<file path="src/rtl/psr_pkg.sv">
// Shared command codes, read-mode and command-class types for the
// program suspend/resume controller. Assumes byte-wide command codes.
package psr_pkg;
    localparam logic [7:0] OP_RD_ARRAY  = 8'hFF;
    localparam logic [7:0] OP_RD_STATUS = 8'h70;
    localparam logic [7:0] OP_RD_IDENT  = 8'h90;
    localparam logic [7:0] OP_RD_QUERY  = 8'h98;
    localparam logic [7:0] OP_PROGRAM   = 8'h40;
    localparam logic [7:0] OP_ERASE     = 8'h20;
    localparam logic [7:0] OP_CONFIRM   = 8'hD0;
    localparam logic [7:0] OP_SUSPEND   = 8'hB0;
    localparam logic [7:0] OP_CLEAR     = 8'h50;

    typedef enum logic [1:0] {
        RM_ARRAY  = 2'd0,
        RM_STATUS = 2'd1,
        RM_IDENT  = 2'd2,
        RM_QUERY  = 2'd3
    } rmode_t;

    typedef enum logic [3:0] {
        K_RD_ARRAY, K_RD_STATUS, K_RD_IDENT, K_RD_QUERY,
        K_PROGRAM, K_ERASE, K_CONFIRM, K_SUSPEND, K_CLEAR, K_OTHER
    } kind_t;

    typedef enum logic [1:0] {
        SU_NONE  = 2'd0,
        SU_PROG  = 2'd1,
        SU_ERASE = 2'd2
    } setup_t;
endpackage

</file>
<file path="src/rtl/psr_cmd_class.sv">
// Classifies a command byte into a command kind. Purely combinational;
// assumes the caller qualifies it with a valid write strobe.
module psr_cmd_class
    import psr_pkg::*;
(
    input  logic [7:0] code,
    output kind_t      kind
);
    // Map each recognised code to its kind, everything else to K_OTHER.
    always_comb begin
        case (code)
            OP_RD_ARRAY:  kind = K_RD_ARRAY;
            OP_RD_STATUS: kind = K_RD_STATUS;
            OP_RD_IDENT:  kind = K_RD_IDENT;
            OP_RD_QUERY:  kind = K_RD_QUERY;
            OP_PROGRAM:   kind = K_PROGRAM;
            OP_ERASE:     kind = K_ERASE;
            OP_CONFIRM:   kind = K_CONFIRM;
            OP_SUSPEND:   kind = K_SUSPEND;
            OP_CLEAR:     kind = K_CLEAR;
            default:      kind = K_OTHER;
        endcase
    end
endmodule

</file>
<file path="src/rtl/psr_op_counter.sv">
// Abstract progress of one embedded operation. Counts STEPS cycles while
// run is high and flags a checkpoint at the end of every CKPT-step
// interval except the final step. Assumes STEPS >= 2 and CKPT >= 2.
module psr_op_counter #(
    parameter int STEPS = 24,
    parameter int CKPT  = 4,
    parameter int CW    = $clog2(STEPS)
) (
    input  logic          clk,
    input  logic          rst_n,
    input  logic          start,
    input  logic          run,
    output logic          active,
    output logic          ckpt,
    output logic [CW-1:0] progress
);
    localparam int PW = (CKPT > 1) ? $clog2(CKPT) : 1;
    localparam logic [CW-1:0] LAST  = CW'(STEPS - 1);
    localparam logic [PW-1:0] PHEND = PW'(CKPT - 1);

    logic [PW-1:0] phase;

    // Start, advance or finish the operation.
    always_ff @(posedge clk) begin
        if (!rst_n) begin
            active   <= 1'b0;
            progress <= '0;
            phase    <= '0;
        end else if (start) begin
            active   <= 1'b1;
            progress <= '0;
            phase    <= '0;
        end else if (active && run) begin
            if (progress == LAST) begin
                active <= 1'b0;
            end else begin
                progress <= progress + 1'b1;
                phase    <= (phase == PHEND) ? '0 : phase + 1'b1;
            end
        end
    end

    // A checkpoint is the end of a phase interval, never the last step.
    always_comb ckpt = active && (phase == PHEND) && (progress != LAST);
endmodule

</file>
<file path="src/rtl/psr_ctrl.sv">
// Command interface for a flash write engine with program suspend and
// nested program-in-erase-suspend. Assumes one command byte per write,
// writes qualified by wr_en with ce_n low, and synchronous active-low reset.
module psr_ctrl
    import psr_pkg::*;
#(
    parameter int BLK_W       = 7,
    parameter int PROG_STEPS  = 24,
    parameter int PROG_CKPT   = 4,
    parameter int ERASE_STEPS = 64,
    parameter int ERASE_CKPT  = 8
) (
    input  logic             clk,
    input  logic             rst_n,
    input  logic             ce_n,
    input  logic             wr_en,
    input  logic [BLK_W-1:0] blk_addr,
    input  logic [7:0]       cmd_data,
    output logic [7:0]       status,
    output logic [1:0]       rd_mode
);
    localparam int P_CW = $clog2(PROG_STEPS);
    localparam int E_CW = $clog2(ERASE_STEPS);

    kind_t            kind;
    setup_t           setup_q;
    rmode_t           mode_q;
    logic             wr;
    logic             p_act, p_ckpt, p_sus, p_req, p_busy, p_run, p_start;
    logic             e_act, e_ckpt, e_sus, e_req, e_busy, e_run, e_start;
    logic             err_q;
    logic [BLK_W-1:0] e_blk;
    logic [P_CW-1:0]  p_progress;
    logic [E_CW-1:0]  e_progress;

    psr_cmd_class u_class (.code(cmd_data), .kind(kind));

    psr_op_counter #(.STEPS(PROG_STEPS), .CKPT(PROG_CKPT), .CW(P_CW)) u_prog (
        .clk(clk), .rst_n(rst_n), .start(p_start), .run(p_run),
        .active(p_act), .ckpt(p_ckpt), .progress(p_progress));

    psr_op_counter #(.STEPS(ERASE_STEPS), .CKPT(ERASE_CKPT), .CW(E_CW)) u_erase (
        .clk(clk), .rst_n(rst_n), .start(e_start), .run(e_run),
        .active(e_act), .ckpt(e_ckpt), .progress(e_progress));

    // Derive write strobe, busy flags, run enables and operation starts.
    always_comb begin
        wr      = wr_en && !ce_n;
        p_busy  = p_act && !p_sus;
        e_busy  = e_act && !e_sus;
        p_run   = p_busy && !(p_req && p_ckpt);
        e_run   = e_busy && !(e_req && e_ckpt);
        p_start = wr && (setup_q == SU_PROG);
        e_start = wr && (setup_q == SU_ERASE) && (cmd_data == OP_CONFIRM);
    end

    // Command decode, suspension bookkeeping and status flags.
    always_ff @(posedge clk) begin
        if (!rst_n) begin
            setup_q <= SU_NONE;
            mode_q  <= RM_ARRAY;
            p_sus   <= 1'b0;
            p_req   <= 1'b0;
            e_sus   <= 1'b0;
            e_req   <= 1'b0;
            err_q   <= 1'b0;
            e_blk   <= '0;
        end else begin
            if (p_req && p_ckpt) begin
                p_sus <= 1'b1;
                p_req <= 1'b0;
            end else if (!p_act) begin
                p_req <= 1'b0;
            end
            if (e_req && e_ckpt) begin
                e_sus <= 1'b1;
                e_req <= 1'b0;
            end else if (!e_act) begin
                e_req <= 1'b0;
            end
            if (wr) begin
                if (setup_q == SU_PROG) begin
                    setup_q <= SU_NONE;
                    mode_q  <= RM_STATUS;
                    p_req   <= 1'b0;
                end else if (setup_q == SU_ERASE) begin
                    setup_q <= SU_NONE;
                    if (cmd_data == OP_CONFIRM) begin
                        mode_q <= RM_STATUS;
                        e_blk  <= blk_addr;
                        e_req  <= 1'b0;
                    end else begin
                        err_q <= 1'b1;
                    end
                end else if (p_busy || e_busy) begin
                    if (kind == K_SUSPEND) begin
                        mode_q <= RM_STATUS;
                        if (p_busy) p_req <= 1'b1;
                        else        e_req <= 1'b1;
                    end else if (kind == K_RD_STATUS) begin
                        mode_q <= RM_STATUS;
                    end
                end else if (p_sus) begin
                    case (kind)
                        K_RD_ARRAY:  mode_q <= RM_ARRAY;
                        K_RD_STATUS: mode_q <= RM_STATUS;
                        K_RD_IDENT:  mode_q <= RM_IDENT;
                        K_RD_QUERY:  mode_q <= RM_QUERY;
                        K_CONFIRM: begin
                            p_sus  <= 1'b0;
                            p_req  <= 1'b0;
                            mode_q <= RM_STATUS;
                        end
                        default:     err_q <= 1'b1;
                    endcase
                end else if (e_sus) begin
                    case (kind)
                        K_RD_ARRAY:  mode_q <= RM_ARRAY;
                        K_RD_STATUS: mode_q <= RM_STATUS;
                        K_RD_IDENT:  mode_q <= RM_IDENT;
                        K_RD_QUERY:  mode_q <= RM_QUERY;
                        K_CLEAR:     err_q  <= 1'b0;
                        K_CONFIRM: begin
                            e_sus  <= 1'b0;
                            e_req  <= 1'b0;
                            mode_q <= RM_STATUS;
                        end
                        K_PROGRAM: begin
                            if (blk_addr == e_blk) err_q   <= 1'b1;
                            else                   setup_q <= SU_PROG;
                        end
                        default:     err_q <= 1'b1;
                    endcase
                end else begin
                    case (kind)
                        K_RD_ARRAY:  mode_q  <= RM_ARRAY;
                        K_RD_STATUS: mode_q  <= RM_STATUS;
                        K_RD_IDENT:  mode_q  <= RM_IDENT;
                        K_RD_QUERY:  mode_q  <= RM_QUERY;
                        K_PROGRAM:   setup_q <= SU_PROG;
                        K_ERASE:     setup_q <= SU_ERASE;
                        K_CLEAR:     err_q   <= 1'b0;
                        default:     ;
                    endcase
                end
            end
        end
    end

    // Assemble the status register and read-mode outputs.
    always_comb begin
        status  = {!(p_busy || e_busy), e_sus, 1'b0, err_q, 1'b0, p_sus, 2'b00};
        rd_mode = mode_q;
    end
endmodule

</file>
<file path="config.mk">
export PLATFORM = sky130hd
export DESIGN_NAME = psr_ctrl
export DESIGN_NICKNAME = d
export VERILOG_FILES = /design/src/rtl/psr_pkg.sv /design/src/rtl/psr_cmd_class.sv /design/src/rtl/psr_op_counter.sv /design/src/rtl/psr_ctrl.sv
export SDC_FILE = /design/constraint.sdc
export NUM_CORES = 1
export LEC_CHECK = 0
export ABC_AREA = 1
export CAP_MARGIN = 20
export CORE_MARGIN = 3
export CORE_UTILIZATION = 40
export DETAILED_ROUTE_END_ITERATION = 8
export PLACE_DENSITY_LB_ADDON = 0.2
export SLEW_MARGIN = 40
export SYNTH_ARGS = -nofsm -noshare
export SYNTH_HDL_FRONTEND = slang
export SYNTH_SLANG_ARGS = --single-unit
</file>
<file path="constraint.sdc">
create_clock -name clk -period 1.7 [get_ports clk]
set_input_delay 0.255 -clock clk [delete_from_list [all_inputs] [get_ports clk]]
set_output_delay 0.255 -clock clk [all_outputs]
set_load 0.01 [all_outputs]
</file>
==> results.json, run 1 <==
{
  "cts.clk_slew.worst_paths_ns": 0.07,
  "hold_path_class": "flop to flop",
  "pwr-share-seq": 0.510,
  "netSwitchingPower_uw": 399,
  "drt_wl_total_um": 5310,
  "yosys.area_share.simple": 0.356,
  "wl_met1_um": 2520,
  "ys_seq_area_frac": 0.308,
  "die-area_um2": 6460,
  "post-place-ws_ns": -0.263,
  "cts_sinks": 34,
  "h-tree-depth": 2,
  "post-route-min-period_ns": 1.64,
  "intPower_mw": 1.17,
  "p_comb_frac": 0.111,
  "netlist.area_leader.share": 0.308,
  "grtUsageTotal": 0.171,
  "synth_xor_area_frac": 0.0317,
  "rsz0062_at_grt": "yes",
  "layout.cells.non_filler": 469,
  "grt_pass1_wl_um": 8730,
  "final_util": 0.590,
  "synth_area_um2": 2210,
  "power_mw": 1.57,
  "tns_ns": 0,
  "die_h_um": 80.4,
  "worstPathArrival_ns": 1.39,
  "final_nets": 426,
  "cts_buffers": 5,
  "firstDrtPassIters": 4,
  "vdd_drop_max_mv": 0.320,
  "antenna_found_initial": 0,
  "synth_compound_area_frac": 0.144,
  "reg2reg_from": "u_prog.progress[0]$_SDFFE_PP0P_",
  "drtIter0Drc": 117,
  "drv_slew": 0,
  "finalWorstSetupSlack_ns": 0.0561,
  "synth.mux.area_fraction": 0,
  "p_per_area_nw_per_um2": 507,
  "synth-warning-count": 0,
  "status": "finished, final reports clean",
  "min_from": "u_erase.phase[1]$_SDFFE_PP0P_",
  "yosysTopAreaCell": "dfxtp_1",
  "required_ns": 1.44,
  "swShare": 0.255,
  "reg2reg_slack_ns": 0.10,
  "avgSynthCellArea_um2": 6.75,
  "skew_ns": 0.00432,
  "drc": 0,
  "clk_latency_ns": 0.29,
  "dp_hpwl_um": 3920,
  "ant_nets": 0,
  "die-width_um": 80.4,
  "fin_hold_ws_ns": 0.464,
  "synth_fa_ha_area_frac": 0.0452,
  "cts_root_buffer": "clkbuf_8",
  "vias_per_cell": 4.84,
  "setup_violations": 0,
  "layout-drive-gt1-share": 0.286,
  "diodes": 0,
  "top_layer_used": "met4",
  "maxCapViolCount": 0,
  "synth_seq_cells": 34,
  "gp_congestion": 0.910,
  "whs_path_depth": 2,
  "wl_per_cell_um": 11.3,
  "start_kind": "flop",
  "first_global_vias": 2040,
  "holdPathEnd": "u_erase.phase[1]$_SDFFE_PP0P_",
  "clkPwrFrac": 0.379,
  "path_max_fanout": 9,
  "placed_cell_area_um2": 2760,
  "critPathKind": "flop to output pin",
  "clock.fmax_mhz": 608,
  "area_growth_pct": 39.6,
  "row_count": 26,
  "endpoint_kind": "output pin",
  "vias": 2270,
  "coreArea_um2": 5240,
  "yosys-top-cells-area": "dfxtp_1 (31%), nand2_1 (11%), nor2_1 (7.0%), inv_1 (6.3%), nand3_1 (5.2%)",
  "cts_tree": "done",
  "period_share": 0.967,
  "syn_inst": 328,
  "hold_violations": 0,
  "cts_buffer_depth": 2,
  "grt_overflow": 0,
  "io_pins": 29,
  "initial_utilization": 0.423,
  "r2r-end": "u_prog.progress[4]$_SDFFE_PP0P_",
  "portBuffers": 24,
  "ys_types": 43,
  "p_leak_nw": 1.43,
  "wl_met2_um": 2430,
  "grt_max_degree": 11,
  "post-place-cells": 452,
  "design_area_um2": 3090,
  "synth_top_family_by_area": "simple AND/OR/NAND/NOR gates",
  "wl_met3_um": 299,
  "r2r_cells": 10
}
==> worst max-delay path by stage <==
stage	start	endpoint	slack, ns	cells after the start
after CTS	p_sus$_SDFF_PN0_	status[2]	0.02	2
final	p_sus$_SDFF_PN0_	status[2]	0.06	2
after detailed placement	cmd_data[7]	rd_mode[0]$_SDFFE_PN0P_	-0.26	12
after global routing	u_erase.progress[0]$_SDFFE_PP0P_	u_erase.progress[5]$_SDFFE_PP0P_	-0.01	9
after floorplan	setup_q[0]$_SDFFE_PN0P_	setup_q[1]$_SDFFE_PN0P_	0.11	10
after global placement	cmd_data[6]	err_q$_SDFFE_PN0P_	-0.22	12
==> power groups by stage <==
| stage | combinational (mW) | clock (mW) | sequential, mW |
|---|---|---|---|
| CTS | 0.163 | 0.619 | 0.798 |
| global placement | 0.162 | 0 | 0.817 |
| finish | 0.174 | 0.594 | 0.799 |
| floorplan | 0.0713 | 0 | 0.817 |
| detailed placement | 0.162 | 0 | 0.817 |
| global route | 0.192 | 0.652 | 0.799 |
==> registers in the layout (all words and copies together), names as in the netlist <==
| name | cells |
|---|---|
| u_prog.phase | 2 |
| rd_mode | 2 |
| e_req | 1 |
| p_sus | 1 |
| u_prog.progress | 5 |
| u_erase.progress | 6 |
| u_erase.active | 1 |
| u_erase.phase | 3 |
| e_blk | 7 |
| err_q | 1 |
| setup_q | 2 |
| u_prog.active | 1 |
| e_sus | 1 |
| p_req | 1 |
==> final cells by class <==
cell class | instances | area (µm²)
Clock buffer | 6 | 72.6
Timing Repair Buffer | 72 | 618
Tap cell | 70 | 87.6
Clock inverter | 1 | 7.51
Multi-Input combinational cell | 240 | 1440
Fill cell | 493 | 2150
Sequential cell | 34 | 689
Inverter | 46 | 179
==> metal layers <==
| metal | global-route usage | vias up |
|---|---|---|
| met4 | 0.0557 | 0 |
| met3 | 0.0460 | 7 |
| met1 | 0.217 | 1012 |
| li1 | - | 1201 |
| met2 | 0.281 | 50 |
| met5 | 0 | - |
==> worst max-delay path: stages (launching register included) <==
cell and delay [ns]:
dfxtp_2 0.39, buf_6 0.17, clkdlybuf4s50_1 0.54
==> cells in the mapped netlist, drive strengths merged <==
cell,n
o31ai,2
o211a,1
xor2,2
nand2,67
a221oi,1
or2,1
clkinv,1
nor3b,1
nor3,13
inv,45
buf,10
nand4,4
clkbuf,1
xnor2,6
a31oi,3
ha,8
dfxtp,34
nand3b,2
nand3,25
nor2,47
o22ai,1
and3,1
a211oi,1
and2,1
o21ai,27
a21oi,18
o21a,1
conb,1
nor4,3
==> cells by family (layout without fill, tap and decap cells) <==
logic type / after synthesis / in the layout
AO/OA/AOI/OAI: 55 / 55
XOR/XNOR: 8 / 8
adder cells (fa/ha/maj): 8 / 8
buffers and inverters: 57 / 125
flip-flops: 34 / 34
other: 1 / 4
AND/OR/NAND/NOR: 165 / 165
==> layout by cell type, fill, tap and decap left out, types with 3 or more instances in the layout <==
| cell type | Yosys | routed |
|---|---|---|
| conb_1 | 1 | 4 |
| clkbuf_8 | 0 | 5 |
| dfxtp_2 | 0 | 7 |
| ha_1 | 8 | 5 |
| nor2_1 | 41 | 29 |
| nor2_2 | 5 | 10 |
| nand2_2 | 4 | 6 |
| inv_2 | 7 | 9 |
| nand2_1 | 62 | 58 |
| dfxtp_1 | 34 | 27 |
| buf_4 | 7 | 47 |
| ha_4 | 0 | 3 |
| a21oi_1 | 17 | 17 |
| clkdlybuf4s50_1 | 0 | 17 |
| dlymetal6s2s_1 | 0 | 6 |
| o21ai_0 | 21 | 18 |
| xnor2_1 | 6 | 6 |
| nor3_1 | 11 | 11 |
| nand3_2 | 2 | 5 |
| nand4_1 | 4 | 4 |
| inv_1 | 37 | 35 |
| nand3_1 | 23 | 20 |
| nor2_4 | 0 | 7 |
| o21ai_1 | 6 | 8 |
| nand2_4 | 1 | 3 |
==> timing repair <==
action,4_1_cts,5_1_grt
hold buffers,0,0
resized for setup,2,54
setup endpoints to repair,2,26
buffers inserted,0,10
pin swaps,0,15
Power figures use the tool's default switching activity.
==> inputs of run 2 (changes only) <==
CORE_MARGIN = 4   (was 3)
==> run 2 against run 1 <==
Against the previous run:
- worst setup slack gained 0.010 ns
- cell count rose by 1.1%
- via count grew 1.8%
- largest power group unchanged
==> results.json, run 2 (synthesized netlist as in run 1, its figures left out) <==
{
  "drc": 0,
  "drt_wl_total_um": 5470,
  "ant_nets": 0,
  "vias_per_cell": 4.87,
  "area_growth_pct": 42.7,
  "top_register": "e_blk",
  "initial_utilization": 0.423,
  "grt_pass1_wl_um": 9120,
  "p_comb_frac": 0.111,
  "first_global_vias": 2129,
  "path_buf_inv": 2,
  "path_max_fanout": 9,
  "intPower_mw": 1.20,
  "vdd_drop_max_mv": 0.433,
  "die-area_um2": 6790,
  "vias": 2310,
  "largest_reg_flops": 7,
  "io_pins": 29,
  "layout_common_cells": "nand2_1 (59), buf_4 (52), inv_1 (35)",
  "final_common_cell": "nand2_1",
  "row_count": 26,
  "required_ns": 1.44,
  "die_h_um": 82.4,
  "power_mw": 1.57,
  "status": "finished, final reports clean",
  "antenna_found_initial": 0,
  "final_nets": 432,
  "dp_hpwl_um": 4060,
  "post-route-min-period_ns": 1.63,
  "critPathKind": "flop to output pin",
  "wl_per_cell_um": 11.5,
  "cts_tree": "done",
  "placed_cell_area_um2": 2770,
  "drtIter0Drc": 134,
  "gp_congestion": 0.896,
  "portBuffers": 24,
  "swShare": 0.234,
  "start_kind": "flop",
  "period_share": 0.961,
  "critPathMaxStageDelay_ns": 0.54,
  "hold_violations": 0,
  "endpoint_kind": "output pin",
  "crit_chain": "buf_6 > clkdlybuf4s50_1",
  "design_area_um2": 3160,
  "h-tree-depth": 2,
  "diodes": 0,
  "clk_latency_ns": 0.29,
  "die-width_um": 82.4,
  "cts_buffer_depth": 2,
  "clock.fmax_mhz": 612,
  "p_per_area_nw_per_um2": 496,
  "hold_path_class": "flop to flop",
  "cts_sinks": 34,
  "critPathTopFamily": "buffers and inverters",
  "largest_registers": "e_blk: 7 flops, u_erase.progress: 6 flops, u_prog.progress: 5 flops",
  "firstDrtPassIters": 4,
  "p_leak_nw": 1.47,
  "grt_overflow": 0,
  "worstPathArrival_ns": 1.38,
  "clkPwrFrac": 0.378,
  "final_util": 0.603,
  "setup_violations": 0,
  "cts.clk_slew.worst_paths_ns": 0.06,
  "nFillCells": 503,
  "slowest_stage": "clkdlybuf4s50_1",
  "pwr-share-seq": 0.511,
  "multiInputGateArea_um2": 1430,
  "ff_latch_area_um2": 689,
  "layout-drive-gt1-share": 0.295,
  "grtUsageTotal": 0.174,
  "cts_root_buffer": "clkbuf_8",
  "maxCapViolCount": 0,
  "grt_max_degree": 10,
  "coreArea_um2": 5240,
  "netSwitchingPower_uw": 366,
  "drv_slew": 0,
  "cts_buffers": 5,
  "skew_ns": 0.00492,
  "fin_hold_ws_ns": 0.459,
  "rsz0062_at_grt": "yes"
}
## run 2: cell types whose count changed in the layout (fill, tap and decap cells not counted), moves of 2 or more
cell             delta
inv_2               -2
inv_4               +2
nor2_2              +2
dlymetal6s2s_1      +2
buf_4               +5
nor2_4              -3
clkdlybuf4s50_1     -2
nand3_4             +2
nand3_2             -3
## run 2: per-stage QoR
step / setup slack (ns) / TNS [ns] / cells
after floorplan: 0.110 / 0 / 331
after global placement: -0.219 / -2.98 / 451
after detailed placement: -0.253 / -4.14 / 451
after CTS: 0.0191 / 0 / 457
after global routing: -0.0446 / -0.0745 / 474
final: 0.0664 / 0 / 474
## run 2: worst min-delay path, delay by kind of cell (launching register included)
kind               cells  cell delay, ns
AOI/OAI and AO/OA      1            0.05
DFF                    1            0.31
and+or+nand+nor        1            0.06
## run 2: repair_timing
action,in CTS,in global routing
hold endpoints to repair,0,0
hold buffers,0,0
endpoints found under the setup margin,2,28
pin swaps,0,26
resized for setup,2,57
buffers inserted,0,17
## run 2: power groups by stage
| stage | registers [mW] | clock network [mW] | logic (mW) |
|---|---|---|---|
| 2_1_floorplan | 0.817 | 0 | 0.0713 |
| 4_1_cts | 0.799 | 0.610 | 0.166 |
| 3_5_place_dp | 0.817 | 0 | 0.166 |
| 5_1_grt | 0.799 | 0.637 | 0.192 |
| 3_3_place_gp | 0.817 | 0 | 0.165 |
| 6_report | 0.799 | 0.592 | 0.174 |
## run 2: final timing paths
path,start,to,slack (ns),depth (start not counted)
worst max-delay path,p_sus$_SDFF_PN0_,status[2],0.07,2
worst min-delay path,u_prog.phase[1]$_SDFFE_PP0P_,u_prog.phase[1]$_SDFFE_PP0P_,0.46,2
worst max register to register,setup_q[0]$_SDFFE_PN0P_,rd_mode[1]$_SDFFE_PN0P_,0.07,10
worst min register to register,u_prog.phase[1]$_SDFFE_PP0P_,u_prog.phase[1]$_SDFFE_PP0P_,0.46,2
## run 2: metal layers
layer	vias to the layer above	wire length, µm	track usage
met5	-	0	0
met4	0	89	0.0648
met3	8	240	0.0358
met2	37	2580	0.288
met1	1050	2560	0.220
li1	1215	-	-
## run 2: cell type report
cell class | count | share of cell area
tap | 70 | 0.0277
timing repair buffer | 78 | 0.216
clock buffer | 6 | 0.0261
multi-input combinational | 240 | 0.454
sequential | 34 | 0.218
inverter | 46 | 0.0582
==> inputs of run 3 (changes only) <==
PLACE_DENSITY_LB_ADDON = default   (was 0.2)
==> run 3 against run 2 <==
Against the previous run:
- via count down 2.0%
- sequential share of layout area grew 0.61 points
- flip-flop and latch count is the same
- count of clock-buffer cells in the layout up 1
- worst hold slack better by 0.00072 ns
- critical path type is now flop to flop
- critical endpoint is now u_erase.progress[5]$_SDFFE_PP0P_
==> results.json, run 3 (synthesized netlist as in run 1, its figures left out) <==
{
  "critPathKind": "flop to flop",
  "cts_sinks": 34,
  "cts_root_buffer": "clkbuf_8",
  "crit_chain": "ha_4 > nand3_4 > nand3b_1 > nand3_2 > nand2_4 > nor3_4 > nand3_1 > nand2_1 > a21oi_2",
  "p_leak_nw": 1.45,
  "p_per_area_nw_per_um2": 518,
  "grt_max_degree": 11,
  "first_global_vias": 2042,
  "period_share": 1.00,
  "ant_nets": 0,
  "drc": 0,
  "largest_reg_flops": 7,
  "crit_end": "u_erase.progress[5]$_SDFFE_PP0P_",
  "dp_hpwl_um": 4060,
  "hold_violations": 0,
  "drt_wl_total_um": 5330,
  "grt_pass1_wl_um": 8730,
  "hold_path_class": "flop to flop",
  "gp_congestion": 0.863,
  "initial_utilization": 0.423,
  "clock.fmax_mhz": 588,
  "hold_buffers": 0,
  "vias_per_cell": 4.86,
  "diodes": 0,
  "portBuffers": 24,
  "layout-drive-gt1-share": 0.263,
  "grtUsageTotal": 0.163,
  "die-width_um": 82.4,
  "top_register": "e_blk",
  "post-route-min-period_ns": 1.70,
  "io_pins": 29,
  "h-tree-depth": 2,
  "cts_buffer_depth": 2,
  "cts.clk_slew.worst_paths_ns": 0.07,
  "rsz0062_at_grt": "yes",
  "coreArea_um2": 5240,
  "drv_slew": 0,
  "reg2reg_slack_ns": 0.0007,
  "final_nets": 422,
  "maxCapViolCount": 0,
  "wl_per_cell_um": 11.4,
  "vias": 2263,
  "whs_path_depth": 2,
  "skew_ns": 0.00476,
  "worstPathArrival_ns": 1.88,
  "reg2reg_from": "u_erase.progress[1]$_SDFFE_PP0P_",
  "power_mw": 1.59,
  "path_max_fanout": 6,
  "largest_registers": "e_blk: 7 flops, u_erase.progress: 6 flops, u_prog.progress: 5 flops",
  "start_kind": "flop",
  "area_growth_pct": 38.3,
  "layout_common_cells": "nand2_1 (58), buf_4 (42), inv_1 (35)",
  "antenna_found_initial": 0,
  "row_count": 26,
  "critPathMaxStageDelay_ns": 0.37,
  "status": "finished, final reports clean",
  "slowest_stage": "dfxtp_4",
  "r2r-end": "u_erase.progress[5]$_SDFFE_PP0P_",
  "setup_violations": 0,
  "required_ns": 1.88,
  "r2r_cells": 9,
  "fin_hold_ws_ns": 0.460,
  "drtIter0Drc": 99,
  "endpoint_kind": "flop",
  "clk_latency_ns": 0.28,
  "die-area_um2": 6790,
  "grt_overflow": 0,
  "die_h_um": 82.4,
  "cts_buffers": 5,
  "cts_tree": "done",
  "vdd_drop_max_mv": 0.547,
  "firstDrtPassIters": 4,
  "cp-startpoint": "u_erase.progress[1]$_SDFFE_PP0P_",
  "final_common_cell": "nand2_1"
}
[run 3: stage by stage]
stage / utilization / setup slack, ns / instances / area (µm²) / TNS [ns]
final: 0.585 / 0.000684 / 466 / 3060 / 0
after global placement: 0.524 / -0.262 / 448 / 2740 / -3.51
after floorplan: - / 0.110 / 331 / 2220 / 0
after detailed placement: 0.524 / -0.262 / 448 / 2740 / -4.55
after global routing: 0.585 / -0.123 / 466 / 3060 / -0.235
after CTS: 0.541 / 0.0250 / 456 / 2830 / 0
[run 3: repair_timing]
| item | CTS | global route |
|---|---|---|
| setup buffers | 0 | 10 |
| gates resized for setup | 2 | 47 |
| setup endpoints to repair | 2 | 22 |
| pin swaps | 0 | 22 |
[run 3: per-layer routing]
layer	part of all wire	global-route usage	routed length, µm	vias to the layer above
met5	0	0	0	-
met4	0.0077	0.0349	41	0
met3	0.062	0.0369	331	5
met2	0.47	0.273	2490	51
met1	0.46	0.213	2470	1012
li1	-	-	-	1195
[run 3: how the worst min path moves through the flow]
stage                                      start                      endpoint  slack [ns]
floorplan                                  rst_n              e_req$_SDFF_PN0_        0.39
detailed placement  u_prog.phase[1]$_SDFFE_PP0P_  u_prog.phase[1]$_SDFFE_PP0P_        0.45
finish              u_prog.phase[1]$_SDFFE_PP0P_  u_prog.phase[1]$_SDFFE_PP0P_        0.46
global placement    u_prog.phase[1]$_SDFFE_PP0P_  u_prog.phase[1]$_SDFFE_PP0P_        0.45
global route        u_prog.phase[1]$_SDFFE_PP0P_  u_prog.phase[1]$_SDFFE_PP0P_        0.48
CTS                 u_prog.phase[1]$_SDFFE_PP0P_  u_prog.phase[1]$_SDFFE_PP0P_        0.46
[run 3: power by group]
group / internal [mW] / switching (mW)
logic: 0.0881 / 0.0856
registers: 0.796 / 0.000973
clock network: 0.327 / 0.289
total: 1.21 / 0.376
[run 3: final cells by class]
type                    instances  area, µm²
inverters                      46        181
multi-input cells             240       1410
clock inverters                 1       5.00
flip-flops and latches         34        687
clock buffers                   7       86.3
fillers                       496       2180
well taps                      70       87.6
repair buffers                 68        606
[run 3: worst max-delay path: cells and delay by family, from the launching register on]
kind,cells,cell delay (ns)
AO/OA/AOI/OAI,1,0.05
AND/OR/NAND/NOR,7,1.00
adder cells (fa/ha/maj),1,0.15
flip-flops,1,0.37
